## src/rtl/seccfg_pkg.sv

```systemverilog
package seccfg_pkg;

    localparam int N_PROT = 5;
    localparam int CRN_W  = 4;
    localparam int OP1_W  = 3;
    localparam int CRM_W  = 4;
    localparam int OP2_W  = 3;
    localparam int KEY_W  = CRN_W + OP1_W + CRM_W + OP2_W;
    localparam int MODE_W = 5;

    localparam logic [MODE_W-1:0] MODE_USER    = 5'h10;
    localparam logic [MODE_W-1:0] MODE_MONITOR = 5'h16;

    // Packed address key {primary, opcode1, secondary, opcode2} of protected slot idx
    function automatic logic [KEY_W-1:0] prot_key(input int idx);
        logic [KEY_W-1:0] k;
        case (idx)
            0:       k = {4'd1, 3'd0, 4'd0, 3'd0};
            1:       k = {4'd2, 3'd0, 4'd0, 3'd0};
            2:       k = {4'd2, 3'd0, 4'd0, 3'd2};
            3:       k = {4'd3, 3'd0, 4'd0, 3'd0};
            default: k = {4'd9, 3'd0, 4'd1, 3'd2};
        endcase
        return k;
    endfunction

endpackage

```

## src/rtl/seccfg_lock_sync.sv

```systemverilog
module seccfg_lock_sync #(
    parameter int STAGES = 2
) (
    input  logic clk,
    input  logic rst_n,
    input  logic lock_in,
    input  logic flush_pulse,
    output logic lock_eff
);

    typedef struct packed {
        logic [STAGES-1:0] chain;
        logic              eff;
    } sync_t;

    sync_t s_d, s_q;

    always_comb begin
        s_d       = s_q;
        s_d.chain = {s_q.chain[STAGES-2:0], lock_in};
        if (flush_pulse) begin
            s_d.eff = s_q.chain[STAGES-1];
        end
    end

    always_ff @(posedge clk or negedge rst_n) begin
        if (!rst_n) begin
            s_q <= '0;
        end else begin
            s_q <= s_d;
        end
    end

    assign lock_eff = s_q.eff;


    lock_holds_chk: assert property (@(posedge clk) disable iff (!rst_n)
        !flush_pulse |=> $stable(lock_eff));

endmodule

```

## src/rtl/seccfg_decode.sv

```systemverilog
module seccfg_decode
    import seccfg_pkg::*;
(
    input  logic [CRN_W-1:0]  crn,
    input  logic [OP1_W-1:0]  op1,
    input  logic [CRM_W-1:0]  crm,
    input  logic [OP2_W-1:0]  op2,
    output logic [N_PROT-1:0] hit
);

    logic [KEY_W-1:0] key;
    assign key = {crn, op1, crm, op2};

    for (genvar g = 0; g < N_PROT; g++) begin : g_slot
        assign hit[g] = (key == prot_key(g));
    end


    always_comb begin
        one_slot_chk: assert ($onehot0(hit));
    end

endmodule

```

## src/rtl/seccfg_lock.sv

```systemverilog
module seccfg_lock
    import seccfg_pkg::*;
#(
    parameter int DATA_W      = 32,
    parameter int SYNC_STAGES = 2
) (
    input  logic                clk,
    input  logic                rst_n,
    input  logic                acc_valid,
    input  logic [CRN_W-1:0]    acc_crn,
    input  logic [OP1_W-1:0]    acc_op1,
    input  logic [CRM_W-1:0]    acc_crm,
    input  logic [OP2_W-1:0]    acc_op2,
    input  logic                acc_write,
    input  logic [DATA_W-1:0]   acc_wdata,
    input  logic [MODE_W-1:0]   acc_mode,
    input  logic                acc_ns,
    input  logic                lock_in,
    input  logic                flush_pulse,
    output logic                rsp_valid,
    output logic [DATA_W-1:0]   rsp_rdata,
    output logic                rsp_wack,
    output logic                rsp_undef
);

    typedef struct packed {
        logic [N_PROT-1:0][DATA_W-1:0] regs;
        logic                          valid;
        logic                          wack;
        logic                          undef;
        logic [DATA_W-1:0]             rdata;
    } bank_t;

    bank_t st_d, st_q;

    logic              lock_eff;
    logic [N_PROT-1:0] hit;
    logic              prot_hit;
    logic              legal;

    seccfg_lock_sync #(.STAGES(SYNC_STAGES)) i_sync (
        .clk         (clk),
        .rst_n       (rst_n),
        .lock_in     (lock_in),
        .flush_pulse (flush_pulse),
        .lock_eff    (lock_eff)
    );

    seccfg_decode i_decode (
        .crn (acc_crn),
        .op1 (acc_op1),
        .crm (acc_crm),
        .op2 (acc_op2),
        .hit (hit)
    );

    assign prot_hit = |hit;
    assign legal    = (acc_mode == MODE_MONITOR) ||
                      ((acc_mode != MODE_USER) && !acc_ns);

    always_comb begin
        st_d       = st_q;
        st_d.valid = acc_valid;
        st_d.wack  = 1'b0;
        st_d.undef = 1'b0;
        st_d.rdata = '0;
        if (acc_valid) begin
            if (prot_hit) begin
                if (!legal) begin
                    st_d.undef = 1'b1;
                end else if (acc_write) begin
                    if (lock_eff) begin
                        st_d.undef = 1'b1;
                    end else begin
                        for (int i = 0; i < N_PROT; i++) begin
                            if (hit[i]) st_d.regs[i] = acc_wdata;
                        end
                        st_d.wack = 1'b1;
                    end
                end else begin
                    for (int i = 0; i < N_PROT; i++) begin
                        if (hit[i]) st_d.rdata = st_d.rdata | st_q.regs[i];
                    end
                end
            end else if (acc_write) begin
                st_d.wack = 1'b1;
            end
        end
    end

    always_ff @(posedge clk or negedge rst_n) begin
        if (!rst_n) begin
            st_q <= '0;
        end else begin
            st_q <= st_d;
        end
    end

    assign rsp_valid = st_q.valid;
    assign rsp_rdata = st_q.rdata;
    assign rsp_wack  = st_q.wack;
    assign rsp_undef = st_q.undef;

    logic [N_PROT-1:0][DATA_W-1:0] bank_q;
    assign bank_q = st_q.regs;


    rsp_follows_chk: assert property (@(posedge clk) disable iff (!rst_n)
        acc_valid |=> rsp_valid);


    rsp_idle_chk: assert property (@(posedge clk) disable iff (!rst_n)
        !acc_valid |=> !rsp_valid);


    locked_keep_chk: assert property (@(posedge clk) disable iff (!rst_n)
        (acc_valid && acc_write && prot_hit && lock_eff) |=> ($stable(bank_q) && rsp_undef));


    illegal_undef_chk: assert property (@(posedge clk) disable iff (!rst_n)
        (acc_valid && prot_hit && !legal) |=> (rsp_undef && rsp_rdata == '0));


    outside_quiet_chk: assert property (@(posedge clk) disable iff (!rst_n)
        (acc_valid && !prot_hit) |=> (!rsp_undef && rsp_rdata == '0 && $stable(bank_q)));


    single_outcome_chk: assert property (@(posedge clk) disable iff (!rst_n)
        !(rsp_undef && rsp_wack));


    undef_needs_valid_chk: assert property (@(posedge clk) disable iff (!rst_n)
        rsp_undef |-> rsp_valid);

endmodule

```

## config.mk

```make
export PLATFORM = sky130hd
export DESIGN_NAME = seccfg_lock
export DESIGN_NICKNAME = d
export VERILOG_FILES = /design/src/rtl/seccfg_pkg.sv /design/src/rtl/seccfg_lock_sync.sv /design/src/rtl/seccfg_decode.sv /design/src/rtl/seccfg_lock.sv
export SDC_FILE = /design/constraint.sdc
export NUM_CORES = 1
export LEC_CHECK = 0
export BUFFER_PORTS_ARGS = -buffer_cell sky130_fd_sc_hd__buf_2
export CAP_MARGIN = 20
export CELL_PAD_IN_SITES_DETAIL_PLACEMENT = 1
export CELL_PAD_IN_SITES_GLOBAL_PLACEMENT = 2
export CORE_MARGIN = 2
export CORE_UTILIZATION = 42
export DETAILED_ROUTE_END_ITERATION = 10
export PLACE_DENSITY = 0.78
export SLEW_MARGIN = 0
export SYNTH_ARGS = -nofsm -noshare
export SYNTH_HDL_FRONTEND = slang
export SYNTH_SLANG_ARGS = --single-unit
export TNS_END_PERCENT = 5
```

## constraint.sdc

```tcl
create_clock -name clk -period 1.9 [get_ports clk]
set_clock_uncertainty 0.1 [all_clocks]
set_input_delay 0.19 -clock clk [delete_from_list [all_inputs] [get_ports clk]]
set_output_delay 0.19 -clock clk [all_outputs]
set_load 0.1 [all_outputs]
```

* Yosys cells after proc, flatten, opt, wreduce, memory -nomap -nowiden *
Cells that the tools add are included.

cells by class
  muxes and demuxes = 32
  bitwise operators = 5
  reduce and logical (&&, ||, !) cells = 9
  eq/ne operators = 7

operator list
  operator                number
  $mux W32                23
  $or A32 B32 Y32         4
  $eq A14 B12 Y1 const B  3
  $mux W34                1
  $mux W33                1
  $reduce_and A6 Y1       5
  $eq A14 B11 Y1 const B  1
  $eq A14 B14 Y1 const B  1
  $mux W1                 6
  $eq A5 B5 Y1 const B    1
  $ne A5 B5 Y1 const B    1
  $reduce_or A5 Y1        1
  $mux W2                 1
  $logic_and A1 B1 Y1     1
  $logic_not A1 Y1        1
  $logic_or A1 B1 Y1      1
  $not A1 Y1              1

word-level totals
  bits in registers = 198
  logic and storage cells = 64
  input bits = 58
  output and inout port bits = 35

* Logic depth before layout (Yosys ltp) *
Gate-level depths: netlist (run 1).

  word-level depth = 30
  gate-level depth with buffers = 7
  gate-level depth less buffers = 4

* Hierarchy *
From an unflattened synthesis (run 1), not the netlist that was laid out.

unflattened totals
  cells, all modules = 531
  area total of the unflattened synthesis = 8,021.4 µm²

modules (own cells, without submodules)
  module            instances  sequential area each (µm²)  cells each  area each (µm²)
  seccfg_lock       1          4,879.7                     513         7,823.8
  seccfg_decode     1          0.0                         14          107.6
  seccfg_lock_sync  1          75.1                        4           90.1

* Worst setup path after synthesis (run 1) *
No wires, ideal clock.

  path kind = input to register
  from = input port acc_op2[0]
  to = register st_q, in the netlist bank_q[100]
  path buffers = 2
  setup slack = 0.070 ns
  arrival = 1.605 ns
  stages on the path = 6
  cells stage by stage = nor4_4 > and4_1 > buf_4 > o2111a_4 > buf_12 > mux2_4

on the way
  cells in the longest elaborated chain, start to end = 3
  elaborated cells on any way between the ends = 7

ends and longest elaborated chain
  element                                       RTL line             RTL
  from (decl)                                   seccfg_lock.sv:13    input logic [OP2_W-1:0] acc_op2,
  $eq A14 B11 Y1, or another cell as far along  seccfg_decode.sv:15  assign hit[g] = (key == prot_key(g));
  $reduce_or A5 Y1                              seccfg_lock.sv:57    assign prot_hit = |hit;
  $reduce_and A6 Y1 (no source line) *          n/a
  to (signal assigned)                          seccfg_lock.sv:95    st_q <= st_d;
  to (decl)                                     seccfg_lock.sv:34    bank_t st_d, st_q;

Mark *: on every way between the ends. The rest lies on a longest branch, timed or not.
A chain may end at the register's enable or synchronous reset.

* Worst setup path after layout (run 1) *
  from = input port acc_valid
  to = register st_q, in the netlist bank_q[93]

on the way
  cells in the longest elaborated chain, start to end = 1

ends and longest elaborated chain
  element                             RTL line          RTL
  from (decl)                         seccfg_lock.sv:9  input logic acc_valid,
  $reduce_and A6 Y1 (no source line)  n/a

No other way between the ends.

==> metrics list, run 1 <==
- Outcome: finished, violations left
- The final reports fail on negative hold slack.
- In the routed design, unresolved DRC markers number 0.
- Clock latency on the worst-skew pair, taken at its later pin, is 0.44 ns.
* Rel. slew slack: 0.587
* Share of layout cells above drive strength 1: 0.440
- Routability congestion estimate: 0.775
* Count of antenna-violating nets left after detailed routing: 0
* Total number of vias: 6143
* Fin Hold WS: -0.00491 ns
- The final layout contains 848 nets.
* CTS clock-pin slew for the worst setup and hold paths: 0.08 ns
- Syn_nets: 700
- Final-layout fill cell count: 2217
- Nature of the critical path endpoint: flop
- Most frequent standard cell in the layout excluding fill and tap cells: sky130_fd_sc_hd__dfrtp_1
* Maxcap violations: 0
- Summed over all failing endpoints, the final setup total negative slack is 0 ns.
- Worst-margin pin slew: 0.620 ns
- Gate count after technology mapping: 642
- Across the VDD grid, the largest voltage drop is 518 uV.
- Cell types occupying the most area after synthesis: sky130_fd_sc_hd__dfrtp_1, sky130_fd_sc_hd__mux2_4, sky130_fd_sc_hd__mux2_2
- Dividing the synthesized area by the synthesized cell count gives 14.6 um2.
* Total of buffers placed on input and output ports: 92
* Total core area: 21900 um2
- CTS Sinks: 198
* Max incr delay on CP: 0.52 ns
- Die area: 23500 um2
- Inserted Clock Buffers: 17
- Global routing finished with a remaining overflow of 0.
- Initial core utilization: 0.428
- Setup slack after placement: -0.182 ns
- Dividing the detail-routed via count by the number of cells gives 5.67.
- The repair_antennas step left the layout with diodes totalling 0.
- The worst setup path is launched from a primary input.
- Power density cells: 737 nW/um2
* Buffers and inverters on the worst path: 4
- CTS tree: built
- Total of flip-flops plus latches after synthesis: 198
* Hold Violations, Final: 5
- Worst path top cell family by delay: buffers and inverters
- Detailed placement finished with a half-perimeter wire length of 16200 um.
- Cell at the slowest stage of the critical path: sky130_fd_sc_hd__dlygate4sd3_1
* Average wire length per cell after detail routing: 23.5 um
* Library cells used by synthesis: 36
* Number of global-route vias before repair: 7135
- Site row count: 54
- Detailed-route wire length: 25400 um
- Area added between synthesis and finish: 22.1%
- Counting I/O delays and the setup requirement, the final critical path takes 1.77 ns.
- Measured along the x axis, the die boundary spans 153 um.
- In the finished design, the share of the clock period the worst path needs comes to 0.931.
- Io pins: 93
- Leakage power total: 5.52 nW
- The finished cells cover 11400 um2.
- Number of antenna violations at the first check in global routing: 0
* Maximum number of pins on one net before global-route repair: 66
- Synthesis warning total: 0
- The library cells used most frequently in the layout, excluding fill and tap cells, are sky130_fd_sc_hd__dfrtp_1, sky130_fd_sc_hd__mux2_4, sky130_fd_sc_hd__buf_2.
- Post-place instance area: 10500 um2
- STA puts the critical path data arrival time at 1.99 ns.
- Setup violations remaining at the end of the flow were counted as 0.
- For this run, the share of the core covered by cells in the final layout is 0.523.
* Required time reported for the critical path endpoint: 2.13 ns
* Number of max-slew violations in the final report: 0
- First-pass GRT wire length: 41600 um
* H-tree levels: 4
- For this run, the register share of the synthesized area comes to 0.529.
- In this run the worst path has a maximum fanout of 10.
- Number of DRC markers in iteration 0: 346
- FF+latch area: 4950 um2
- Max Buffers Root-to-Sink: 2
- Post-route worst setup slack: 0.130 ns
- The mapped netlist covers 9370 um2.
- The worst setup path is of the primary input to flop kind.
- The tightest min-delay check is of the primary input to flop type.
- Number of iterations in the first detailed-routing pass: 4
- Global-route usage over all layers: 0.226
* Unrepaired setup endpoints after global routing: false
- The share of synthesized area in the top cell type comes to 0.529.
* Combined area of the multi-input logic cells: 4090 um2
- Highest achievable clock rate: 0.565 GHz
* Dominant cell type by area after synthesis: sky130_fd_sc_hd__dfrtp_1
* Most common cell on crit path: sky130_fd_sc_hd__buf_4
* List of cells traversed by the critical path: dlygate4sd3_1 -> buf_2 -> nand2_1 -> nor2_4 -> buf_4 -> o2111ai_4 -> buf_4 -> mux2_4
* Cell at the root of the clock tree: sky130_fd_sc_hd__clkbuf_16
* Die height: 153 um
## timing repair
action / 4_1_cts / 5_1_grt
setup buffers: 0 / 0
hold buffers: 37 / 0
gates resized for setup: 0 / 1
setup endpoints to repair: 0 / 126
endpoints found under the hold margin: 220 / 0
## where the power goes
| part | switching (mW) | internal, mW | leakage (nW) | total [mW] |
|---|---|---|---|---|
| logic | 0.328 | 0.191 | 2.48 | 0.519 |
| clock network | 1.81 | 1.87 | 0.286 | 3.69 |
| registers | 0.00492 | 4.22 | 2.76 | 4.22 |
| total | 2.15 | 6.28 | 5.52 | 8.43 |
## through the flow
step                power [mW]  cells
floorplan                 4.44    642
global placement          4.75   1014
detailed placement        4.77   1014
CTS                       8.49   1083
global route              8.66   1083
finish                    8.43   1083
## Yosys cell counts (all sizes together)
| cell | instances |
|---|---|
| mux2 | 193 |
| inv | 1 |
| nor4 | 1 |
| a211oi | 32 |
| buf | 28 |
| nor3b | 1 |
| nand2 | 3 |
| nand4bb | 1 |
| and3 | 2 |
| o21bai | 2 |
| nor3 | 2 |
| a21o | 33 |
| nand3 | 67 |
| nor4b | 3 |
| a2bb2oi | 1 |
| nor2 | 4 |
| and2 | 3 |
| a22oi | 32 |
| and4 | 2 |
| a21boi | 1 |
| o211ai | 1 |
| a41oi | 1 |
| and4b | 1 |
| dfrtp | 198 |
| nor2b | 2 |
| o2111ai | 3 |
| clkbuf | 22 |
| o2111a | 2 |
## final cells by class
| type | count | share of cell area |
|---|---|---|
| Timing Repair Buffer | 179 | 0.126 |
| Clock buffer | 17 | 0.0372 |
| Sequential cell | 198 | 0.433 |
| Multi-Input combinational cell | 393 | 0.358 |
| Clock inverter | 15 | 0.0152 |
| Tap cell | 280 | 0.0306 |
| Inverter | 1 | 0.000328 |
## routing by layer
layer	GRT usage	wire length [um]
met2	0.391	12800
met1	0.297	11300
met3	0.0346	937
met5	0	0
met4	0.0633	379
## flip-flops by register name (all words and copies together) (netlist names)
name	count
bank_q	160
i_sync.lock_eff	1
i_sync.s_d	1
i_sync.s_q	1
rsp_rdata	32
rsp_undef	1
rsp_valid	1
rsp_wack	1
## kinds of logic after synthesis
kind of cell           count (synthesis)  share of synthesized area
flip-flops                           198                      0.529
multiplexers                         193                      0.280
AO/OA/AOI/OAI                        108                     0.0967
AND/OR/NAND/NOR                       92                     0.0570
buffers and inverters                 51                     0.0375
## worst paths after layout
kind | start | end | slack [ns] | cells after the start
min in group asynchronous | rst_n | rsp_valid | 0.21 | 2
setup / recovery | acc_valid | bank_q[93] | 0.13 | 8
hold / removal | acc_wdata[31] | bank_q[63] | -0.005 | 2
max in group asynchronous | rst_n | rsp_rdata[18] | 0.75 | 3
hold reg to reg | i_sync.s_d[2] | i_sync.s_q[2] | 0.27 | 0
setup reg to reg | i_sync.lock_eff | bank_q[93] | 0.17 | 5
No activity file was read; power rests on OpenSTA's default activity.
==> run 2, diff against run 1 <==
--- a/config.mk
+++ b/config.mk
@@ -12,9 +12,9 @@
 export CORE_MARGIN = 2
 export CORE_UTILIZATION = 42
 export DETAILED_ROUTE_END_ITERATION = 10
-export PLACE_DENSITY = 0.78
+export HOLD_SLACK_MARGIN = 0.15
+export PLACE_DENSITY_LB_ADDON = 0.1
 export SLEW_MARGIN = 0
 export SYNTH_ARGS = -nofsm -noshare
 export SYNTH_HDL_FRONTEND = slang
 export SYNTH_SLANG_ARGS = --single-unit
-export TNS_END_PERCENT = 5
==> run 2 against run 1 <==
The flow now finishes without violations. Fmax down 2.9%. Combinational power rose by 6.6%. Clock power down 1%. Clock-buffer cell count grew 1. Routed wire length increased by 0.80%. Core utilization up 1.1 points. Sequential power about the same. Sequential share of layout area down 0.93 points. Largest cell class unchanged. Design area is 2.2% higher. Non-clock buffer count grew 17.
==> metrics list, run 2 (same netlist as run 1, synthesis figures left out) <==
- Outcome: finished, final reports clean
- The count of nets left with antenna violations once routing finished came out at 0.
- Power density cells: 721 nW/um2
* HPWL Detailed: 16600 um
- Of the cells placed in the final design, the portion with a size suffix greater than 1 is 0.446.
- Congestion Overflow GR: 0
* Startpoint types: primary input
- Maxcap violations: 0
- Cell at the root of the clock tree: sky130_fd_sc_hd__clkbuf_16
- Maximum number of pins on one net before global-route repair: 65
- The worst hold path passes through 5 cells.
* Die Span X: 153 um
- Number of iterations in the first detailed-routing pass: 6
- Number of max-slew violations in the final report: 0
- Max Buffers Root-to-Sink: 2
- The library cell used most frequently in the layout, excluding fill and tap cells, is sky130_fd_sc_hd__dfrtp_1.
* Type of the setup path with the least slack: primary input to flop
- The min-delay analysis places its worst path in the category primary input to flop.
* CTS clock-pin slew for the worst setup and hold paths: 0.07 ns
- The endpoint identified for the worst register-to-register timing path is bank_q[25].
- Area added between synthesis and finish: 24.7%
- After detailed placement, the design holds a cell count of 1028.
* Post-route core utilization: 0.534
* Initial core utilization: 0.428
* Number of failing setup endpoints in the final timing report: 0
- First-pass GRT wire length: 41600 um
* Detailed-route wire length: 25600 um
- Global-route usage over all layers: 0.230
- Number of global-route vias before repair: 7094
- Final-layout fill cell count: 2159
- Crit path DAT: 2.05 ns
* Flip-flop count of the largest register, all copies and words added: 160
- Along the worst path, the maximum fanout reaches 9.
* Required time reported for the critical path endpoint: 2.12 ns
- Port buffering added 92 buffers.
- Origin of the critical flop-to-flop path: i_sync.lock_eff
- Clock period minus worst slack: 1.82 ns
* CTS tree: built
- Rel. slew slack: 0.586
* Clock insertion delay at the later pin of the skew report: 0.44 ns
- Final-layout setup total negative slack: 0 ns
- Die height: 153 um
- Detailed-route DRC error count: 0
* Total number of vias: 6151
* Number of nets in the final layout: 865
- After floorplanning, the core was sized to cover 21900 um2.
- Io pins: 93
- Setup slack of the most critical reg-to-reg path: 0.13 ns
- Summed over all cells, the static leakage comes to 5.64 nW.
- Origin of the worst min-delay path: acc_crn[0]
- Unrepaired setup endpoints after global routing: false
- CTS Sinks: 198
- Hold Crit Endpoint: rsp_wack
- After the first detailed-routing iteration, the DRC count stood at 206.
* Hold Violations, Final: 0
- Derived from the worst setup path, the maximum achievable clock frequency is 0.549 GHz.
- Number of vias per cell: 5.60
- Clock tree synthesis inserted a total of 17 buffers.
- Worst-margin pin slew: 0.622 ns
* Antenna cells: 0
- Setup slack after placement: -0.178 ns
- In the final routed layout, each cell accounts on average for 23.3 um.
* Site row count: 54
- STA classifies the critical path endpoint as a flop.
* Max IR drop VDD: 562 uV
* Number of antenna violations at the first check in global routing: 0
* Post-route worst setup slack: 0.0769 ns
- H-tree levels: 4
- The congestion estimate from routability-driven global placement came to 0.737.
- Register-to-Register Path Depth: 5
* CP startpoint: acc_write
* Commonest non-fill, non-tap cells in the layout: sky130_fd_sc_hd__dfrtp_1, sky130_fd_sc_hd__mux2_4, sky130_fd_sc_hd__buf_2
* Final clock period utilization by the worst path: 0.960
- Buffers added to address setup during post-CTS repair amount to 0.
- Die area: 23500 um2
- Count of placed standard cells in the final layout, fillers left out: 1099
[run 2: layout make-up]
| cell class | instances | area (um2) | share of cell area |
|---|---|---|---|
| tap | 280 | 350 | 0.0300 |
| clock buffer | 18 | 429 | 0.0367 |
| timing repair buffer | 196 | 1710 | 0.147 |
| inverter | 1 | 3.75 | 0.000321 |
| sequential | 198 | 4950 | 0.424 |
| multi-input combinational | 393 | 4090 | 0.350 |
| clock inverter | 13 | 148 | 0.0126 |
[run 2: power breakdown]
group | switching, mW | internal [mW]
registers | 0.00500 | 4.22
logic | 0.335 | 0.218
clock network | 1.70 | 1.96
[run 2: worst max-delay path by stage]
| stage | slack [ns] | to |
|---|---|---|
| 6_report | 0.08 | bank_q[25] |
| 5_1_grt | 0.008 | bank_q[88] |
| 4_1_cts | 0.02 | bank_q[25] |
| 3_5_place_dp | -0.18 | bank_q[127] |
| 3_3_place_gp | -0.19 | rsp_rdata[6] |
| 2_1_floorplan | 0.07 | bank_q[100] |
[run 2: metrics by stage]
step                      power (mW)  cell area [um2]  hold slack [ns]
after global placement          4.78            10700            0.135
after detailed placement        4.80            10700            0.146
after global routing            8.74            11700            0.186
final                           8.43            11700            0.165
after floorplan                 4.44             9370           -0.206
after CTS                       8.53            11700            0.152
[run 2: repair_timing]
item / in CTS / in global routing
resized for setup: 0 / 1
hold endpoints to repair: 339 / 0
setup endpoints to repair: 0 / 71
hold buffers: 40 / 0
[run 2: per-layer routing]
| metal | global-route usage | vias to the layer above | wire, um |
|---|---|---|---|
| met5 | 0 | - | 0 |
| met4 | 0.0642 | 0 | 374 |
| met2 | 0.380 | 130 | 12500 |
| li1 | - | 2708 | - |
| met1 | 0.315 | 3285 | 12000 |
| met3 | 0.0366 | 28 | 772 |
[run 2: critical path, stage by stage]
cell,delay [ns]
sky130_fd_sc_hd__dlygate4sd3_1,0.54
sky130_fd_sc_hd__buf_2,0.13
sky130_fd_sc_hd__nand2_1,0.10
sky130_fd_sc_hd__nor2_4,0.19
sky130_fd_sc_hd__buf_4,0.17
sky130_fd_sc_hd__o2111ai_4,0.16
sky130_fd_sc_hd__buf_4,0.26
sky130_fd_sc_hd__mux2_4,0.32
==> run 3, diff against run 2 <==
--- a/config.mk
+++ b/config.mk
@@ -9,6 +9,7 @@
 export CAP_MARGIN = 20
 export CELL_PAD_IN_SITES_DETAIL_PLACEMENT = 1
 export CELL_PAD_IN_SITES_GLOBAL_PLACEMENT = 2
+export CORE_ASPECT_RATIO = 0.6
 export CORE_MARGIN = 2
 export CORE_UTILIZATION = 42
 export DETAILED_ROUTE_END_ITERATION = 10
==> run 3 against run 2 <==
Critical endpoint is now bank_q[141]. Non-clock buffer count fell by 11. Global-route usage rose by 0.65 points. Setup slack improved by 0.020 ns.
==> metrics list, run 3 (same netlist as run 1, synthesis figures left out) <==
- Final-layout setup total negative slack: 0 ns
* CTS tree: built
- Derived from the worst setup path, the maximum achievable clock frequency is 0.555 GHz.
* Max Buffers Root-to-Sink: 2
* Clock period minus worst slack: 1.80 ns
- Worst min path class: primary input to asynchronous set/reset pin
- Dividing the detail-routed wire length by the instance count gives 23.5 um.
- Count of antenna-violating nets left after detailed routing: 0
* Crit path DAT: 2.02 ns
- Total core area: 22000 um2
* Share of layout cells above drive strength 1: 0.438
- The worst register-to-register path has a setup slack of 0.12 ns.
* Max incr delay on CP: 0.52 ns
- The floorplan has 42 rows.
* Die Span X: 197 um
- Final clock period utilization by the worst path: 0.949
- Max IR drop VDD: 609 uV
- The first TritonRoute pass finished after 4 iterations.
- Including well taps, the total number of placed cells is 1024.
* Initial core utilization: 0.427
- By startpoint and endpoint, the worst setup path is classified as primary input to flop.
* Unrepaired setup endpoints after global routing: false
- Rel. slew slack: 0.620
- Number of global-route vias before repair: 6882
- The number of antenna diodes in the final layout is 0.
- After clock tree synthesis, the clock-pin slew on the worst setup and hold paths is 0.07 ns.
- CTS Sinks: 198
- The detailed router finished its first iteration with 269 violations.
* Area added between synthesis and finish: 23.3%
- Across all setup checks in the final design, the least slack found is 0.0970 ns.
- The final number of max-transition violations was 0.
* Total number of vias: 6092
- Dividing the detail-routed via count by the number of cells gives 5.56.
* Required time reported for the critical path endpoint: 2.12 ns
* Detailed-route wire length: 25700 um
- The first global-routing pass estimated 41500 um of wire.
- Worst-margin pin slew: 0.570 ns
* Number of antenna violations at the first check in global routing: 0
* Outcome: finished, final reports clean
- Maxcap violations: 0
- Startpoint types: primary input
* Number of failing setup endpoints in the final timing report: 0
- The floorplan step defined a die boundary enclosing 23600 um2.
- The count of buffers added on input and output ports is 92.
- Power comes to 8.70 mW.
- Timing analysis after detailed placement gives a worst setup slack of -0.230 ns.
- Global routing finished with a remaining overflow of 0.
- Routability congestion estimate: 0.741
- The layout has 2186 filler cells.
* Inserted Clock Buffers: 17
- Count of placed standard cells in the final layout, fillers left out: 1095
- Hold Violations, Final: 0
- H-tree levels: 4
* Number of nets in the final layout: 854
* Flip-flop count of the largest register, all copies and words added: 160
- For this design the ratio of total power to cell area is 753 nW/um2.
- For this run, the total global-route usage over all layers was measured as 0.236.
* List of cells traversed by the critical path: dlygate4sd3_1 -> buf_2 -> nand2_1 -> nor2_4 -> buf_4 -> o2111ai_4 -> buf_12 -> mux2_1
* Maximum fanout along the worst path: 16
* Most frequent standard cell in the layout excluding fill and tap cells: sky130_fd_sc_hd__dfrtp_1
- Commonest non-fill, non-tap cells in the layout: sky130_fd_sc_hd__dfrtp_1, sky130_fd_sc_hd__mux2_4, sky130_fd_sc_hd__buf_2
- At the later pin of the worst-skew pair, clock insertion delay measures 0.44 ns.
- On the critical path, the stage with the largest delay is an instance of sky130_fd_sc_hd__dlygate4sd3_1.
- From bottom edge to top edge, the die measures 120 um.
- The tree is rooted in a sky130_fd_sc_hd__clkbuf_16.
- Maximum number of pins on one net before global-route repair: 54
- The analysis attributes to cell leakage a power of 5.58 nW.
- The worst setup path is captured at a flop.
- 93 I/O pins were placed.
- Detailed placement ended at an HPWL of 16500 um.
- In the routed design, unresolved DRC markers number 0.
- Buffers added to address setup during post-CTS repair amount to 0.
## run 3: critical path: cells and delay by family
family / cells / cell delay [ns]
AO/OA/AOI/OAI: 1 / 0.20
multiplexers: 1 / 0.33
buffers and inverters: 4 / 1.05
AND/OR/NAND/NOR: 2 / 0.25
## run 3: per-layer routing
| metal | GRT usage | vias up | part of all wire |
|---|---|---|---|
| li1 | - | 2688 | - |
| met1 | 0.348 | 3268 | 0.50 |
| met2 | 0.363 | 114 | 0.45 |
| met3 | 0.0382 | 22 | 0.031 |
| met4 | 0.0611 | 0 | 0.012 |
| met5 | 0 | - | 0 |
## run 3: path summary, 6_finish.rpt
path	start	end	depth (start not counted)
max	acc_write	bank_q[141]	8
min	rst_n	rsp_undef	2
max reg2reg	i_sync.lock_eff	bank_q[141]	5
min reg2reg	i_sync.s_d[2]	i_sync.s_q[2]	0
max in group asynchronous	rst_n	bank_q[75]	3
min in group clk	acc_crm[1]	rsp_wack	4
## run 3: where the power goes
group          switching, mW  internal (mW)  total [mW]
Clock                   1.68           2.25        3.94
Combinational          0.333          0.207       0.540
Sequential           0.00469           4.22        4.22
## run 3: through the flow
step           hold slack [ns]   util  area [um2]
6_report                 0.147  0.526       11600
5_1_grt                  0.173  0.526       11600
4_1_cts                  0.153  0.526       11600
3_5_place_dp            0.0772  0.480       10500
3_3_place_gp            0.0677  0.480       10500
2_1_floorplan           -0.206      -        9370
## run 3: repair_timing
| item | 4_1_cts | 5_1_grt |
|---|---|---|
| setup endpoints to repair | 0 | 30 |
| resized for setup | 0 | 1 |
| hold buffers | 39 | 0 |
| endpoints found under the hold margin | 363 | 0 |
## run 3: area by class of cell
| type | instances | area [um2] | area share |
|---|---|---|---|
| clock buffers | 21 | 450 | 0.0390 |
| clock inverters | 11 | 171 | 0.0148 |
| inverters | 1 | 3.75 | 0.000325 |
| multi-input cells | 393 | 4090 | 0.354 |
| flip-flops and latches | 198 | 4950 | 0.429 |
| well taps | 286 | 358 | 0.0310 |
| repair buffers | 185 | 1530 | 0.132 |
